`src/rtl/pat_pkg.sv`:
```
package pat_pkg;
    localparam int PAT_LFSR_W = 20;
    localparam int PAT_REP_W  = 32;
    localparam int PAT_PTR_W  = $clog2(PAT_REP_W);

    typedef enum logic {
        SEQ_PRBS   = 1'b0,
        SEQ_REPEAT = 1'b1
    } seq_kind_e;

    typedef struct packed {
        logic [PAT_LFSR_W-1:0] lfsr;
        logic [PAT_PTR_W-1:0]  ptr;
    } gen_state_t;
endpackage

```
`src/rtl/pat_slot_sel.sv`:
```
module pat_slot_sel #(
    parameter int CHANNELS = 24,
    parameter int CH_W     = 5
) (
    input  logic                slot_valid,
    input  logic                is_fbit,
    input  logic [CH_W-1:0]     chan_idx,
    input  logic [2:0]          bit_idx,
    input  logic                full_payload,
    input  logic [CHANNELS-1:0] chan_en,
    input  logic                skip_lsb,
    output logic                sel
);
    logic [CHANNELS-1:0] hit_vec;

    generate
        for (genvar g = 0; g < CHANNELS; g++) begin : g_chan
            assign hit_vec[g] = chan_en[g] && (chan_idx == CH_W'(g));
        end
    endgenerate

    always_comb begin
        sel = slot_valid && !is_fbit && (full_payload || (|hit_vec));
        if (skip_lsb && bit_idx == 3'd7) begin
            sel = 1'b0;
        end
    end
endmodule

```
`src/rtl/pat_gen.sv`:
```
module pat_gen
    import pat_pkg::*;
(
    input  logic                  clk,
    input  logic                  rst_n,
    input  logic                  sel,
    input  seq_kind_e             kind,
    input  logic                  poly20,
    input  logic [PAT_REP_W-1:0]  rep_word,
    input  logic [PAT_PTR_W-1:0]  rep_len,
    output logic                  pat_bit
);
    gen_state_t st_q, st_d;
    logic       fb;

    always_comb begin
        fb = poly20 ? (st_q.lfsr[19] ^ st_q.lfsr[16])
                    : (st_q.lfsr[14] ^ st_q.lfsr[13]);
        pat_bit = (kind == SEQ_PRBS) ? fb : rep_word[st_q.ptr];
        st_d = st_q;
        if (sel) begin
            if (kind == SEQ_PRBS) begin
                st_d.lfsr = {st_q.lfsr[PAT_LFSR_W-2:0], fb};
            end else if (st_q.ptr >= rep_len) begin
                st_d.ptr = '0;
            end else begin
                st_d.ptr = st_q.ptr + 1'b1;
            end
        end
    end

    always_ff @(posedge clk) begin
        if (!rst_n) begin
            st_q.lfsr <= '1;
            st_q.ptr  <= '0;
        end else begin
            st_q <= st_d;
        end
    end

    // unselected positions leave the generator untouched
    a_r3_gen_hold: assert property (@(posedge clk) disable iff (!rst_n)
        !sel |=> $stable(st_q));
    // the repeat pointer never runs past the programmed period
    a_r6_ptr_bound: assert property (@(posedge clk) disable iff (!rst_n)
        (kind == SEQ_REPEAT && sel && st_q.ptr >= rep_len) |=> st_q.ptr == '0);
endmodule

```
`src/rtl/pat_chk.sv`:
```
module pat_chk
    import pat_pkg::*;
#(
    parameter int CNT_W     = 32,
    parameter int SYNC_GOOD = 48,
    parameter int WIN_LEN   = 64,
    parameter int LOS_ERRS  = 6
) (
    input  logic                 clk,
    input  logic                 rst_n,
    input  logic                 sel,
    input  logic                 rx_bit,
    input  seq_kind_e            kind,
    input  logic                 poly20,
    input  logic [PAT_PTR_W-1:0] rep_len,
    input  logic                 clear,
    output logic                 sync,
    output logic [CNT_W-1:0]     err_count
);
    localparam int GOOD_W = $clog2(SYNC_GOOD + 1);
    localparam int WIN_W  = $clog2(WIN_LEN);
    localparam int ERR_W  = $clog2(LOS_ERRS + 1);
    localparam logic [CNT_W-1:0] CNT_MAX = '1;

    typedef struct packed {
        logic [PAT_REP_W-1:0] hist;
        logic                 locked;
        logic [GOOD_W-1:0]    good;
        logic [WIN_W-1:0]     win;
        logic [ERR_W-1:0]     werr;
        logic [CNT_W-1:0]     cnt;
    } chk_state_t;

    chk_state_t st_q, st_d;
    logic       expect_bit;
    logic       mismatch;
    logic       shift_bit;
    logic [ERR_W-1:0] werr_next;

    always_comb begin
        if (kind == SEQ_PRBS) begin
            expect_bit = poly20 ? (st_q.hist[19] ^ st_q.hist[16])
                                : (st_q.hist[14] ^ st_q.hist[13]);
        end else begin
            expect_bit = st_q.hist[rep_len];
        end
        mismatch  = rx_bit ^ expect_bit;
        shift_bit = st_q.locked ? expect_bit : rx_bit;
        werr_next = st_q.werr + ERR_W'(mismatch);

        st_d = st_q;
        if (sel) begin
            st_d.hist = {st_q.hist[PAT_REP_W-2:0], shift_bit};
            if (!st_q.locked) begin
                if (mismatch) begin
                    st_d.good = '0;
                end else if (st_q.good == GOOD_W'(SYNC_GOOD - 1)) begin
                    st_d.locked = 1'b1;
                    st_d.good   = '0;
                    st_d.win    = '0;
                    st_d.werr   = '0;
                end else begin
                    st_d.good = st_q.good + 1'b1;
                end
            end else begin
                if (mismatch && st_q.cnt != CNT_MAX) begin
                    st_d.cnt = st_q.cnt + 1'b1;
                end
                if (werr_next >= ERR_W'(LOS_ERRS)) begin
                    st_d.locked = 1'b0;
                    st_d.good   = '0;
                    st_d.win    = '0;
                    st_d.werr   = '0;
                end else if (st_q.win == WIN_W'(WIN_LEN - 1)) begin
                    st_d.win  = '0;
                    st_d.werr = '0;
                end else begin
                    st_d.win  = st_q.win + 1'b1;
                    st_d.werr = werr_next;
                end
            end
        end
        if (clear) begin
            st_d.cnt = '0;
        end
    end

    always_ff @(posedge clk) begin
        if (!rst_n) begin
            st_q.hist   <= '1;
            st_q.locked <= 1'b0;
            st_q.good   <= '0;
            st_q.win    <= '0;
            st_q.werr   <= '0;
            st_q.cnt    <= '0;
        end else begin
            st_q <= st_d;
        end
    end

    assign sync      = st_q.locked;
    assign err_count = st_q.cnt;

    // a full counter stays full
    a_r10_no_wrap: assert property (@(posedge clk) disable iff (!rst_n)
        (err_count == CNT_MAX && !clear) |=> err_count == CNT_MAX);
    // clear empties the counter on the next clock
    a_r11_clear: assert property (@(posedge clk) disable iff (!rst_n)
        clear |=> err_count == '0);
    // nothing is counted while unlocked
    a_r9_unlocked_quiet: assert property (@(posedge clk) disable iff (!rst_n)
        (!sync && !clear) |=> $stable(err_count));
    // unselected positions leave lock and history alone
    a_r3_chk_hold: assert property (@(posedge clk) disable iff (!rst_n)
        !sel |=> ($stable(sync) && $stable(st_q.hist)));
endmodule

```
`src/rtl/ds0_pattern_engine.sv`:
```
module ds0_pattern_engine
    import pat_pkg::*;
#(
    parameter int CHANNELS  = 24,
    parameter int CNT_W     = 32,
    parameter int SYNC_GOOD = 48,
    parameter int WIN_LEN   = 64,
    parameter int LOS_ERRS  = 6
) (
    input  logic                 clk,
    input  logic                 rst_n,
    input  logic                 slot_valid,
    input  logic                 is_fbit,
    input  logic [4:0]           chan_idx,
    input  logic [2:0]           bit_idx,
    input  logic                 cfg_full_payload,
    input  logic [CHANNELS-1:0]  cfg_chan_en,
    input  logic                 cfg_56k,
    input  logic                 cfg_repeat,
    input  logic                 cfg_poly20,
    input  logic [31:0]          cfg_rep_word,
    input  logic [4:0]           cfg_rep_len,
    input  logic                 tx_in,
    output logic                 tx_out,
    input  logic                 rx_in,
    input  logic                 err_clear,
    output logic                 sync,
    output logic [CNT_W-1:0]     err_count
);
    logic      sel;
    logic      gen_bit;
    seq_kind_e kind;

    assign kind = cfg_repeat ? SEQ_REPEAT : SEQ_PRBS;

    pat_slot_sel #(.CHANNELS(CHANNELS), .CH_W(5)) u_sel (
        .slot_valid   (slot_valid),
        .is_fbit      (is_fbit),
        .chan_idx     (chan_idx),
        .bit_idx      (bit_idx),
        .full_payload (cfg_full_payload),
        .chan_en      (cfg_chan_en),
        .skip_lsb     (cfg_56k),
        .sel          (sel)
    );

    pat_gen u_gen (
        .clk      (clk),
        .rst_n    (rst_n),
        .sel      (sel),
        .kind     (kind),
        .poly20   (cfg_poly20),
        .rep_word (cfg_rep_word),
        .rep_len  (cfg_rep_len),
        .pat_bit  (gen_bit)
    );

    pat_chk #(
        .CNT_W     (CNT_W),
        .SYNC_GOOD (SYNC_GOOD),
        .WIN_LEN   (WIN_LEN),
        .LOS_ERRS  (LOS_ERRS)
    ) u_chk (
        .clk       (clk),
        .rst_n     (rst_n),
        .sel       (sel),
        .rx_bit    (rx_in),
        .kind      (kind),
        .poly20    (cfg_poly20),
        .rep_len   (cfg_rep_len),
        .clear     (err_clear),
        .sync      (sync),
        .err_count (err_count)
    );

    assign tx_out = sel ? gen_bit : tx_in;

    // a framing bit always leaves the stream untouched
    a_r1_fbit_pass: assert property (@(posedge clk) disable iff (!rst_n)
        (slot_valid && is_fbit) |-> tx_out == tx_in);
    // in Nx56 mode the channel LSB is never overwritten
    a_r2_lsb_pass: assert property (@(posedge clk) disable iff (!rst_n)
        (slot_valid && cfg_56k && bit_idx == 3'd7) |-> tx_out == tx_in);
endmodule

```
`config.mk`:
```
export PLATFORM = sky130hd
export DESIGN_NAME = ds0_pattern_engine
export DESIGN_NICKNAME = d
export VERILOG_FILES = /design/src/rtl/pat_pkg.sv /design/src/rtl/pat_slot_sel.sv /design/src/rtl/pat_gen.sv /design/src/rtl/pat_chk.sv /design/src/rtl/ds0_pattern_engine.sv
export SDC_FILE = /design/constraint.sdc
export NUM_CORES = 1
export LEC_CHECK = 0
export ABC_AREA = 1
export BUFFER_PORTS_ARGS = -buffer_cell sky130_fd_sc_hd__buf_2
export CAP_MARGIN = 0
export CORE_ASPECT_RATIO = 1.75
export CORE_MARGIN = 4
export CORE_UTILIZATION = 38
export CTS_CLUSTER_DIAMETER = 80
export CTS_CLUSTER_SIZE = 24
export DETAILED_ROUTE_END_ITERATION = 16
export PLACE_DENSITY = 0.66
export SLEW_MARGIN = 5
export SYNTH_ARGS = -nofsm -noshare
export SYNTH_HDL_FRONTEND = slang
export SYNTH_SLANG_ARGS = --single-unit
```
`constraint.sdc`:
```
create_clock -name clk -period 3.5 [get_ports clk]
set_input_delay 0.35 -clock clk [delete_from_list [all_inputs] [get_ports clk]]
set_output_delay 0.35 -clock clk [all_outputs]
set_load 0.01 [all_outputs]
```
==> results_dict.tcl <==
set metrics [dict create \
    synthTopCellsByCount "302 x nand2_1, 151 x nand3_1, 129 x nor2_1" \
    layout-drive-gt1-share 0.152 \
    core_area_um2 16600 \
    worst_path_most_repeated_cell "nand2_1" \
    finalCriticalPeriod_ns 2.78 \
    p_clk_frac 0.399 \
    insertion_delay_ns 0.35 \
    syn_avg_cell_area_um2 6.32 \
    ff2ff_path_depth 21 \
    num_io_pins 114 \
    cts-buffers-inserted 9 \
    clkSlewWorstSetupHoldPaths_ns 0.07 \
    synth_edf_count 0 \
    finalCritPeriodShare 0.793 \
    power_density_nw_per_um2 371 \
    synth_cell_types 38 \
    antenna_cells 0 \
    via_per_inst 4.86 \
    clock_sinks 105 \
    clockBufferDepth 2 \
    outcome "complete, no violations" \
    final_nets 1175 \
    drv_slew 0 \
    antenna_found_initial 0 \
    std_cell_rows 62 \
    dp_hpwl_um 12000 \
    synthTopCellsByArea "dfxtp_1 32%, nand2_1 18%, nand3_1 12%" \
    grt_use_met3 0.0301 \
    switchingPower_uw 747 \
    synth_nets 1116 \
    setup_viol 0 \
    max_slew_margin 0.565 \
    switching_share 0.278 \
    portBuffers 113 \
    skew_ns 0.0137 \
    start_kind "input pin" \
    synthCells 1025 \
    grtUsageMet2 0.318 \
    cts_root_buf "clkbuf_16" \
    met1_usage 0.181 \
    rsz0062_at_grt "false" \
    fmax_mhz 360 \
    netlist_area_um2 6470 \
    grt_pass1_vias 6147 \
    yosysTopAreaCell "dfxtp_1" \
    fill_cells 1809 \
    grtUsageTotal 0.169 \
    combPwrFrac 0.128 \
    grt_max_degree 65 \
    cp-end-kind "flip-flop" \
    area.sequential_um2 2100 \
    critPathRequiredTime_ns 3.79 \
    whs_ns 0.371 \
    sequentialPowerShare 0.473 \
    num_vias 6386 \
    synth.yosys.warnings 0 \
    die_area_um2 19300 \
    synth_most_common_cell "nand2_1" \
    grt_overflow 0 \
    die_y_um 181 \
    h-tree-depth 3 \
    finalSetupTns_ns 0 \
    finalWirelength_um 16000 \
    cap_violations 0 \
    first_pass_iters 4 \
    cts_resized 0 \
    cts_tree "done" \
    drc 0 \
    tightest_slew_ns 0.653 \
    ant_nets 0 \
    hold_viol 0 \
    holdPathStages 3 \
    cpPeakStageDelay_ns 0.30 \
    synth_sequential_area_ratio 0.325 \
    p_int_mw 1.94 \
    ys_async_sr_fraction 0 \
    finalWeightedCongestion 0.865 \
    drt-initial-drc-count 328 \
    worstPathCellList "buf_2 > inv_4 > nand2_1 > nand3_1 > nand3_1 > nand2_1 > nand2_1 > nand3_1 > nand3_2 > nand2_2 > nand2_1 > nand2_4 > ha_1 > ha_1 > xnor2_1 > nor2_1 > inv_1 > nand2_1 > nor2_1 > inv_1 > or2_2 > nand3_1 > nand2_1 > nor2_1" \
    path_class "in -> reg" \
    postCtsHoldBufs 0 \
    cp_slowest_cell "buf_2" \
    routedWlPerCell_um 12.2 \
    post-cts-setup-buffers 0 \
    grt_busiest_layer "met2" \
    grt_pass1_wl_um 27600 \
    ir_drop_v 0.000227 \
    worstHoldPathType "in -> reg" \
    p_leak_nw 3.55 \
    post-route-util 0.436 \
    multiInputGateArea_um2 3470 \
    area_delta_synth_final_pct 11.8 \
    crit_fanout 18 \
    synth_top_area_share 0.325 \
    die_w_um 107 \
    start_util 0.390 \
    ys_seq_elements 105 \
    arrival_ns 3.06 \
    synth_flop_cell "dfxtp_1" \
]
[power by group through the flow]
stage / combinational, mW / sequential (mW) / clock (mW)
6_report: 0.342 / 1.27 / 1.07
5_1_grt: 0.398 / 1.28 / 1.15
4_1_cts: 0.347 / 1.27 / 1.11
3_5_place_dp: 0.346 / 1.30 / 0
3_3_place_gp: 0.339 / 1.30 / 0
2_1_floorplan: 0.261 / 1.29 / 0
[cell type report]
class,count,area share
clock buffer,9,0.0311
clock inverter,7,0.0140
inverter,109,0.0568
multi-input combinational,736,0.479
sequential,105,0.290
tap,224,0.0387
timing repair buffer,123,0.0902
[per-stage QoR]
step                      total power [mW]  worst slack, ns  instances  cell area [um^2]
after floorplan                       1.55            0.562       1025              6470
after global placement                1.64            0.450       1297              6920
after detailed placement              1.64            0.347       1297              6920
after CTS                             2.73            0.719       1313              7240
after global routing                  2.83            0.313       1313              7240
final                                 2.68            0.724       1313              7240
[sequential cells by signal (all words and copies together), names as in the netlist]
signal / cells
u_chk.sync: 1
u_chk.err_count: 32
u_gen.st_q: 25
u_chk.st_q: 47
[worst max-delay path, delay by kind of cell]
kind | cells | cell delay (ns)
simple gates | 17 | 1.55
xor+xnor | 1 | 0.17
buf+inv | 4 | 0.61
fa+ha+maj | 2 | 0.35
[worst paths after layout]
kind                                startpoint              to  slack, ns
worst min register to register   u_gen.st_q[5]   u_gen.st_q[5]       0.46
worst max-delay path            cfg_rep_len[0]  u_chk.st_q[35]       0.72
worst min-delay path                     rst_n      u_chk.sync       0.37
worst max register to register  u_chk.st_q[67]  u_chk.st_q[35]       0.76
[routing by layer]
| layer | part of all wire | vias up |
|---|---|---|
| met1 | 0.40 | 2846 |
| met5 | 0 | - |
| met3 | 0.047 | 33 |
| met4 | 0.026 | 0 |
| met2 | 0.53 | 142 |
| li1 | - | 3365 |
[cells by family after synthesis]
| family | after synthesis | share of synthesized area |
|---|---|---|
| AND/OR/NAND/NOR | 656 | 0.446 |
| buffers and inverters | 184 | 0.140 |
| flip-flops | 105 | 0.325 |
| AO/OA/AOI/OAI | 53 | 0.0464 |
| XOR/XNOR | 16 | 0.0216 |
| adder cells (fa/ha/maj) | 11 | 0.0213 |
[cell usage in the layout, fill, tap and decap left out, types with 2 or more instances in the layout]
| cell type | n |
|---|---|
| nand2_4 | 2 |
| buf_2 | 113 |
| o22ai_1 | 5 |
| clkinv_8 | 3 |
| nand2_2 | 6 |
| nand3b_1 | 2 |
| a21oi_1 | 15 |
| o221ai_1 | 3 |
| xor2_1 | 11 |
| nor3_1 | 5 |
| dfxtp_1 | 105 |
| clkinv_1 | 2 |
| ha_1 | 11 |
| nand4_1 | 38 |
| xnor2_1 | 5 |
| o211ai_1 | 2 |
| nand3_1 | 151 |
| nor2_2 | 6 |
| o21ai_0 | 24 |
| nor2_4 | 3 |
| nand2_1 | 302 |
| clkbuf_16 | 9 |
| inv_1 | 103 |
| nor4_1 | 5 |
| nand3_2 | 2 |
| inv_2 | 3 |
| nor2_1 | 129 |
| buf_4 | 9 |
Power figures use the tool's default switching activity.
